## src/rtl/scr_pkg.sv

```systemverilog
package scr_pkg;
    localparam int DATA_W    = 32;
    localparam int NREG      = 6;
    localparam int INTR_IDX  = 5;
    localparam int VER_IDX   = 9;
    localparam int N_SRC     = 4;
    localparam int SRST_BIT  = 31;
    localparam int CGATE_BIT = 30;
    localparam int ENA_OFS   = 16;

    typedef enum logic [1:0] {OP_WRITE, OP_SET, OP_CLR, OP_TOG} alias_op_e;
    typedef enum logic [1:0] {ST_HELD, ST_GATED, ST_RUN} gate_state_e;

    function automatic int stat_pos(input int k);
        case (k)
            0:       return 1;
            1:       return 4;
            2:       return 5;
            default: return 6;
        endcase
    endfunction

    function automatic logic [DATA_W-1:0] intr_mask();
        logic [DATA_W-1:0] m;
        m = '0;
        for (int k = 0; k < N_SRC; k++) begin
            m[stat_pos(k)]           = 1'b1;
            m[stat_pos(k) + ENA_OFS] = 1'b1;
        end
        return m;
    endfunction

    function automatic logic [DATA_W-1:0] rst_val(input int i);
        logic [DATA_W-1:0] v;
        v = '0;
        if (i == 0) begin
            v[SRST_BIT]  = 1'b1;
            v[CGATE_BIT] = 1'b1;
        end
        return v;
    endfunction

    function automatic logic [DATA_W-1:0] impl_mask(input int i);
        return (i == INTR_IDX) ? intr_mask() : '1;
    endfunction

    function automatic logic [DATA_W-1:0] keep_mask(input int i);
        logic [DATA_W-1:0] v;
        v = '0;
        if (i == 0) v[SRST_BIT] = 1'b1;
        return v;
    endfunction
endpackage

```

## src/rtl/scr_alias_reg.sv

```systemverilog
module scr_alias_reg
    import scr_pkg::*;
#(
    parameter int              W        = 32,
    parameter logic [W-1:0]    RST_VAL  = '0,
    parameter logic [W-1:0]    IMPL     = '1,
    parameter logic [W-1:0]    KEEP     = '0
) (
    input  logic         clk,
    input  logic         rst_n,
    input  logic         hold,
    input  logic         wr_en,
    input  alias_op_e    op,
    input  logic [W-1:0] wdata,
    input  logic [W-1:0] hw_set,
    output logic [W-1:0] q
);
    logic [W-1:0] sw_val;
    logic [W-1:0] nxt;

    always_comb begin
        sw_val = q;
        if (wr_en) begin
            unique case (op)
                OP_WRITE: sw_val = wdata;
                OP_SET:   sw_val = q | wdata;
                OP_CLR:   sw_val = q & ~wdata;
                OP_TOG:   sw_val = q ^ wdata;
            endcase
        end
        nxt = (sw_val | hw_set) & IMPL;
        if (hold) nxt = (RST_VAL & ~KEEP) | (nxt & KEEP);
    end

    always_ff @(posedge clk or negedge rst_n) begin
        if (!rst_n) q <= RST_VAL & IMPL;
        else        q <= nxt;
    end

    AST_SET_ORS: assert property (@(posedge clk) disable iff (!rst_n)
        (wr_en && op == OP_SET && !hold) |=> ((q & $past(wdata) & IMPL) == ($past(wdata) & IMPL)));
    AST_CLR_DROPS: assert property (@(posedge clk) disable iff (!rst_n)
        (wr_en && op == OP_CLR && !hold) |=> ((q & $past(wdata) & ~$past(hw_set)) == '0));
    AST_HOLD_RESETS: assert property (@(posedge clk) disable iff (!rst_n)
        hold |=> ((q & ~KEEP) == (RST_VAL & ~KEEP & IMPL)));
endmodule

```

## src/rtl/scr_gate_fsm.sv

```systemverilog
module scr_gate_fsm
    import scr_pkg::*;
(
    input  logic clk,
    input  logic rst_n,
    input  logic srst,
    input  logic cgate,
    output logic core_rst,
    output logic core_clk_en
);
    gate_state_e state, nxt;

    always_ff @(posedge clk or negedge rst_n) begin
        if (!rst_n) state <= ST_HELD;
        else        state <= nxt;
    end

    always_comb begin
        nxt = state;
        unique case (state)
            ST_HELD: begin
                if (!srst) nxt = cgate ? ST_GATED : ST_RUN;
            end
            ST_GATED: begin
                if (srst)        nxt = ST_HELD;
                else if (!cgate) nxt = ST_RUN;
            end
            ST_RUN: begin
                if (srst)       nxt = ST_HELD;
                else if (cgate) nxt = ST_GATED;
            end
            default: nxt = ST_HELD;
        endcase
    end

    always_comb begin
        core_rst    = (state == ST_HELD);
        core_clk_en = (state == ST_RUN);
    end

    AST_SRST_HOLDS: assert property (@(posedge clk) disable iff (!rst_n)
        srst |=> (state == ST_HELD));
    AST_RUN_NEEDS_OPEN: assert property (@(posedge clk) disable iff (!rst_n)
        (srst || cgate) |=> (state != ST_RUN));
endmodule

```

## src/rtl/scr_irq_map.sv

```systemverilog
module scr_irq_map
    import scr_pkg::*;
(
    input  logic [N_SRC-1:0]  evt,
    input  logic [DATA_W-1:0] intr_q,
    output logic [DATA_W-1:0] hw_set,
    output logic              irq
);
    logic [N_SRC-1:0] active;

    always_comb begin
        hw_set = '0;
        for (int k = 0; k < N_SRC; k++) hw_set[stat_pos(k)] = evt[k];
    end

    for (genvar k = 0; k < N_SRC; k++) begin : g_src
        assign active[k] = intr_q[stat_pos(k)] & intr_q[stat_pos(k) + ENA_OFS];
    end

    assign irq = |active;
endmodule

```

## src/rtl/scr_regbank.sv

```systemverilog
module scr_regbank
    import scr_pkg::*;
#(
    parameter int                ADDR_W      = 8,
    parameter logic [DATA_W-1:0] VERSION_VAL = 32'h0301_0000
) (
    input  logic              clk,
    input  logic              rst_n,
    input  logic [ADDR_W-1:0] bus_addr,
    input  logic              bus_wr,
    input  logic [31:0]       bus_wdata,
    output logic [31:0]       bus_rdata,
    input  logic [3:0]        evt_i,
    output logic              irq_o,
    output logic              core_rst_o,
    output logic              core_clk_en_o
);
    localparam int IDX_W = ADDR_W - 4;

    logic [IDX_W-1:0]              idx;
    alias_op_e                     op;
    logic                          aligned;
    logic                          hold;
    logic [NREG-1:0][DATA_W-1:0]   regs_q;
    logic [DATA_W-1:0]             intr_set;

    assign idx     = bus_addr[ADDR_W-1:4];
    assign op      = alias_op_e'(bus_addr[3:2]);
    assign aligned = (bus_addr[1:0] == 2'b00);
    assign hold    = regs_q[0][SRST_BIT];

    scr_irq_map u_irq (
        .evt    (evt_i),
        .intr_q (regs_q[INTR_IDX]),
        .hw_set (intr_set),
        .irq    (irq_o)
    );

    for (genvar i = 0; i < NREG; i++) begin : g_reg
        scr_alias_reg #(
            .W       (DATA_W),
            .RST_VAL (rst_val(i)),
            .IMPL    (impl_mask(i)),
            .KEEP    (keep_mask(i))
        ) u_reg (
            .clk    (clk),
            .rst_n  (rst_n),
            .hold   (hold),
            .wr_en  (bus_wr && aligned && (idx == IDX_W'(i))),
            .op     (op),
            .wdata  (bus_wdata),
            .hw_set ((i == INTR_IDX) ? intr_set : '0),
            .q      (regs_q[i])
        );
    end

    always_comb begin
        bus_rdata = '0;
        if (aligned) begin
            for (int i = 0; i < NREG; i++)
                if (idx == IDX_W'(i)) bus_rdata = regs_q[i];
            if (idx == IDX_W'(VER_IDX) && bus_addr[3:2] == 2'b00)
                bus_rdata = VERSION_VAL;
        end
    end

    scr_gate_fsm u_fsm (
        .clk         (clk),
        .rst_n       (rst_n),
        .srst        (regs_q[0][SRST_BIT]),
        .cgate       (regs_q[0][CGATE_BIT]),
        .core_rst    (core_rst_o),
        .core_clk_en (core_clk_en_o)
    );

    AST_RX_EVT_SETS: assert property (@(posedge clk) disable iff (!rst_n)
        (evt_i[1] && !hold) |=> regs_q[INTR_IDX][4]);
    AST_CTS_EVT_SETS: assert property (@(posedge clk) disable iff (!rst_n)
        (evt_i[0] && !hold) |=> regs_q[INTR_IDX][1]);
    AST_IRQ_NEEDS_ENABLE: assert property (@(posedge clk) disable iff (!rst_n)
        irq_o |-> ((regs_q[INTR_IDX][22:16] & regs_q[INTR_IDX][6:0]) != '0));
endmodule

```

## config.mk

```make
export PLATFORM = sky130hd
export DESIGN_NAME = scr_regbank
export DESIGN_NICKNAME = d
export VERILOG_FILES = /design/src/rtl/scr_pkg.sv /design/src/rtl/scr_alias_reg.sv /design/src/rtl/scr_gate_fsm.sv /design/src/rtl/scr_irq_map.sv /design/src/rtl/scr_regbank.sv
export SDC_FILE = /design/constraint.sdc
export NUM_CORES = 1
export LEC_CHECK = 0
export BUFFER_PORTS_ARGS = -buffer_cell sky130_fd_sc_hd__buf_2
export CAP_MARGIN = 20
export CELL_PAD_IN_SITES_DETAIL_PLACEMENT = 1
export CELL_PAD_IN_SITES_GLOBAL_PLACEMENT = 1
export CORE_UTILIZATION = 47
export DETAILED_ROUTE_END_ITERATION = 8
export PLACE_DENSITY_LB_ADDON = 0.1
export SLEW_MARGIN = 10
export SYNTH_ARGS = -nofsm -noshare
export SYNTH_HDL_FRONTEND = slang
export SYNTH_SLANG_ARGS = --single-unit
```

## constraint.sdc

```tcl
create_clock -name clk -period 3.24 [get_ports clk]
set_clock_uncertainty 0.05 [all_clocks]
set_input_delay 0.324 -clock clk [delete_from_list [all_inputs] [get_ports clk]]
set_output_delay 0.324 -clock clk [all_outputs]
set_load 0.005 [all_outputs]
```

* Yosys cells after proc, flatten, opt, wreduce, memory -nomap -nowiden
Index checks and enable logic that the tools add are counted.
** Cells by class
- Eq/ne operators :: 14
- Multiplexer cells :: 33
- Bitwise logic cells :: 24
- Reduce and logical (&&, ||, !) cells :: 19
** Operators by type and width (number)
- case mux 32 bit (4 select lines) :: 5
- 2-to-1 mux 32 bit :: 17
- AND 32 bit :: 5
- OR 32 bit :: 5
- bitwise XOR 32 bit :: 5
- case mux 23 bit (4 select lines) :: 1
- 2-to-1 mux 23 bit :: 2
- inverter 32 bit :: 1
- 2-to-1 mux 31 bit :: 1
- AND 23 bit :: 1
- OR 23 bit :: 1
- OR 23 x 7 -> 23 bit :: 1
- bitwise XOR 23 bit :: 1
- 2-to-1 mux 2 bit :: 6
- nonzero test 2 bit :: 5
- equality test 4 x 2 -> 1 bit, second input constant :: 2
- equality test 4 x 3 -> 1 bit, second input constant :: 2
- logical AND 1 bit :: 8
- equality test 2 bit, second input constant :: 3
- zero test 2 bit :: 3
- case mux 2 bit (3 select lines) :: 1
- AND 1 bit :: 4
- equality test 2 x 1 -> 1 bit, second input constant :: 2
- equality test 4 x 1 -> 1 bit, second input constant :: 1
- other kinds (7) :: 7
** Word-level totals
- Register bits :: 185
- Input bits :: 47
- Output and inout port bits :: 35
- Logic and storage cells :: 98

* Depth between registers and ports, before layout
- Word-level depth :: 9
- Mapped depth :: 7
- Depth with buffers taken out :: 6

* Hierarchy
Synthesis repeated with hierarchy kept, for this count alone.
** Second synthesis, totals
- Cells, all modules :: 2170
- Area total of the unflattened synthesis :: 20392.1 µm²
** Modules (own cells, without submodules)
- scr_alias_reg (g_reg[1].u_reg ...) :: instances 4, cells an instance 339, area an instance 3394.5 µm², sequential area each 800.8 µm²
- scr_alias_reg (g_reg[0].u_reg) :: instances 1, cells an instance 341, area an instance 3397.0 µm², sequential area each 803.3 µm²
- scr_regbank :: instances 1, cells an instance 320, area an instance 2040.7 µm², sequential area each 0.0 µm²
- scr_alias_reg (g_reg[5].u_reg) :: instances 1, cells an instance 110, area an instance 1028.5 µm², sequential area each 200.2 µm²
- scr_irq_map :: instances 1, cells an instance 36, area an instance 262.8 µm², sequential area each 0.0 µm²
- scr_gate_fsm :: instances 1, cells an instance 7, area an instance 85.1 µm², sequential area each 50.0 µm²

* Worst setup path before layout
Ideal clock, no wire load.
- Kind :: register -> register
- From :: reg g_reg[0].u_reg.q[31]
- To :: reg g_reg[0].u_reg.q[31]
- Arrival :: 1800 ps
- Required time :: 3107 ps
- Slack :: 1307 ps
- Cell stages (with the launch flop) :: 8
- Buffers on the path :: 2
- Cells stage by stage :: dfstp_2 clkbuf_1 clkbuf_1 inv_1 ha_1 mux2_2 a21oi_1 a21oi_1
** On the way
- Cells in the longest elaborated chain, start to end :: 3
** RTL lines
- from (decl) :: line scr_alias_reg.sv:16 : output logic [W-1:0] q
- from (signal assigned) :: line scr_alias_reg.sv:36 : if (!rst_n) q <= RST_VAL & IMPL;
- from (signal assigned) :: line scr_alias_reg.sv:37 : else q <= nxt;
- bitwise XOR 32 bit (tied with other cells) :: line scr_alias_reg.sv:28 : OP_TOG: sw_val = q ^ wdata;
- case mux 32 bit (4 select lines) :: line scr_alias_reg.sv:24 : unique case (op)
- 2-to-1 mux 32 bit * :: line scr_alias_reg.sv:23 : if (wr_en) begin
Every way passes the cells marked *; elsewhere a longest branch is shown, timed or not. The select of a mux whose other input is x is not followed.
A chain may end at the register's enable or synchronous reset.

* Worst setup path in the final report
- From :: in bus_addr[4]
- To :: out bus_rdata[17]
** On the way
- Cells in the longest elaborated chain, start to end :: 9
** RTL lines
- from (decl) :: line scr_regbank.sv:9 : input logic [ADDR_W-1:0] bus_addr,
- zero test 4 bit :: line scr_regbank.sv:61 : if (idx == IDX_W'(i)) bus_rdata = regs_q[i];
- 2-to-1 mux 32 bit (6 in a row) :: line scr_regbank.sv:61
- 2-to-1 mux 32 bit * :: line scr_regbank.sv:62 : if (idx == IDX_W'(VER_IDX) && bus_addr[3:2] == 2'b00)
- 2-to-1 mux 32 bit * :: line scr_regbank.sv:59 : if (aligned) begin
- to (decl) :: line scr_regbank.sv:12 : output logic [31:0] bus_rdata,
Every way passes the cells marked *; elsewhere a longest branch is shown, timed or not.

==> results_dict.tcl <==
set metrics [dict create \
    hold_ws_ns 0.199 \
    synth_cell_type_count 42 \
    avgRoutedWirePerCell_um 20.8 \
    p_leak_nw 8.16 \
    rows 70 \
    vias 14300 \
    cp-end-kind "output pin" \
    synth_common_cells "ha_1, a211oi_1, nor2_1" \
    hold_viol 0 \
    hold_class "in2reg" \
    fin_tns_setup_ns 0 \
    first_pass_iters 5 \
    tightest_slew_ns 0.950 \
    synth_warnings 0 \
    numCtsBuffers 17 \
    post-dp-hpwl_um 32200 \
    antenna_found_initial 1 \
    area_growth_pct 7.43 \
    ios 82 \
    synth-seq-cells 170 \
    h-tree-depth 4 \
    drive_gt1_share_pct 21.6 \
    core_mm2 0.0369 \
    yosysTopAreaCellShare_pct 23.7 \
    synth_area_mm2 0.0177 \
    rsz0062_at_grt "false" \
    grt_max_degree 139 \
    async_reset_ff_share_pct 100 \
    fin_cells 2399 \
    relSlewSlack_pct 36.6 \
    cp_top_family "buffers and inverters" \
    grt_pass1_wl_um 82300 \
    arrival_ns 2.20 \
    die_w_um 196 \
    synth_flop_cell "dfrtp_1" \
    post-route-cell-area_mm2 0.0190 \
    crit_type "in2out" \
    finalCritPeriodShare_pct 79.3 \
    worst_path_max_delay_cell "a21oi_1" \
    cts.sink_count 170 \
    layout.nets 2265 \
    pwr_density_cell_mw_per_mm2 342 \
    die_y_um 196 \
    drv_cap 0 \
    setup_viol 0 \
    slowest_delay_ns 0.40 \
    syn-num-nets 2282 \
    path_max_fanout 52 \
    via_per_inst 5.97 \
    drtIter0Drc 692 \
    port_buffers 81 \
    fmax_mhz 389 \
    design.die.area_mm2 0.0385 \
    clk_pin_slew_ns 0.07 \
    required_ns 2.87 \
    postCtsSetupRepairBufs 0 \
    yosysSeqAreaShare_pct 24.0 \
    slew_viol_final 0 \
    antennaDiodeCount 0 \
    layout_min_cycle_time_ns 2.57 \
    path_cells "buf_4 > nor4b_4 > buf_4 > a222oi_1 > a21oi_1 > buf_2" \
    status "complete, no violations" \
    overflow 0 \
    clock_latency_ns 0.45 \
    synthTopCellsByArea "dfrtp_1, ha_1, a211oi_1" \
    routed_wl_um 49900 \
    crit_top_cell "buf_4" \
    finalWeightedCongestion 0.747 \
    path_buf_inv 3 \
    post-synth-top-area-cell "dfrtp_1" \
    grt_pass1_vias 15400 \
    synth_most_common_cell "ha_1" \
    clockBufferDepth 2 \
    placed_cell_area_mm2 0.0185 \
    start_util_pct 48.1 \
    placed_cells 2366 \
    cts_tree "yes" \
    synth_edf_count 0 \
    cts_root_buf "clkbuf_16" \
    ant_nets 0 \
    syn_avg_cell_area_um2 9.34 \
    drcViolationCount 0 \
    max-vdd-ir-drop_v 0.000386 \
    grt.total_usage_pct 26.8 \
    syn_inst 1899 \
    crit_path_start_kind "input pin" \
]
worst min-delay path: cells and delay by family:
family | cells | cell delay, ns
and+or+nand+nor | 2 | 0.20
buffers and inverters | 1 | 0.12
power breakdown:
part | internal [mW] | leakage, nW | switching (mW) | total, mW
Combinational | 0.763 | 5.56 | 1.09 | 1.85
Clock | 1.15 | 0.280 | 0.976 | 2.13
Sequential | 2.30 | 2.32 | 0.236 | 2.53
Total | 4.21 | 8.16 | 2.30 | 6.51
cell families (layout without fill, tap and decap cells):
kind of cell    Yosys count  count (layout)  share of synthesized area, %
compound gates          566             566                          23.1
buf+inv                 356             352                          8.64
fa+ha+maj               336             336                          23.7
simple gates            278             278                          6.74
mux                     193             193                          13.8
flops                   170             170                          24.0
layer usage:
layer	global-route usage, %	vias to the layer above	share of wire, %
met5	0	-	0.028
met4	7.06	2	1.7
met3	2.82	44	2.4
met2	47.4	162	49
met1	34.7	7331	46
li1	-	6781	-
flip-flops by register name (all words and copies together), names as in the netlist:
name,count
g.u_reg.q,168
u_fsm.state,2
cells in the final DEF (no fill, tap or decap), types with 4 or more instances in the layout:
cell type,n
a21oi_1,169
a211oi_1,280
nand2_1,21
buf_4,24
o21ai_0,17
mux2_2,168
buf_2,77
a22o_1,4
a222oi_1,6
a22oi_1,22
dfrtp_1,168
mux4_2,25
nor2_1,221
a2111oi_0,4
clkbuf_16,17
clkinv_2,6
inv_1,203
a211oi_2,56
nor3_1,10
ha_1,336
buf_12,12
cell type report:
cell class                      instances  area, um^2
Clock inverter                         12         123
Inverter                              203         762
Fill cell                            4217       17800
Timing Repair Buffer                  117         860
Tap cell                              504         631
Multi-Input combinational cell       1373       12000
Sequential cell                       170        4260
Clock buffer                           20         447
per-stage QoR:
| step | power, mW | worst slack, ns | util, % |
|---|---|---|---|
| 5_1_grt | 6.91 | 0.580 | 51.7 |
| 3_5_place_dp | 4.42 | 0.673 | 50.1 |
| 4_1_cts | 6.59 | 0.695 | 51.7 |
| 6_report | 6.51 | 0.669 | 51.7 |
| 3_3_place_gp | 4.30 | 0.685 | 50.1 |
| 2_1_floorplan | 3.84 | 1.31 | - |
worst paths after layout:
check	startpoint	endpoint	slack, ns	depth (start not counted)
worst min register to register	g_reg[0].u_reg.q[30]	u_fsm.state[0]	0.50	1
max in group asynchronous	rst_n	g_reg[2].u_reg.q[15]	1.89	3
worst max-delay path	bus_addr[4]	bus_rdata[17]	0.67	6
worst max register to register	g_reg[0].u_reg.q[31]	g_reg[0].u_reg.q[31]	1.15	5
min in group asynchronous	rst_n	g_reg[0].u_reg.q[23]	0.48	2
worst min-delay path	evt_i[0]	g_reg[5].u_reg.q[1]	0.20	3
repair_timing:
item	in CTS	in global routing
hold buffers	1	0
resized for setup	0	0
endpoints found under the hold margin	77	0
(Power assumes the default switching activity.)
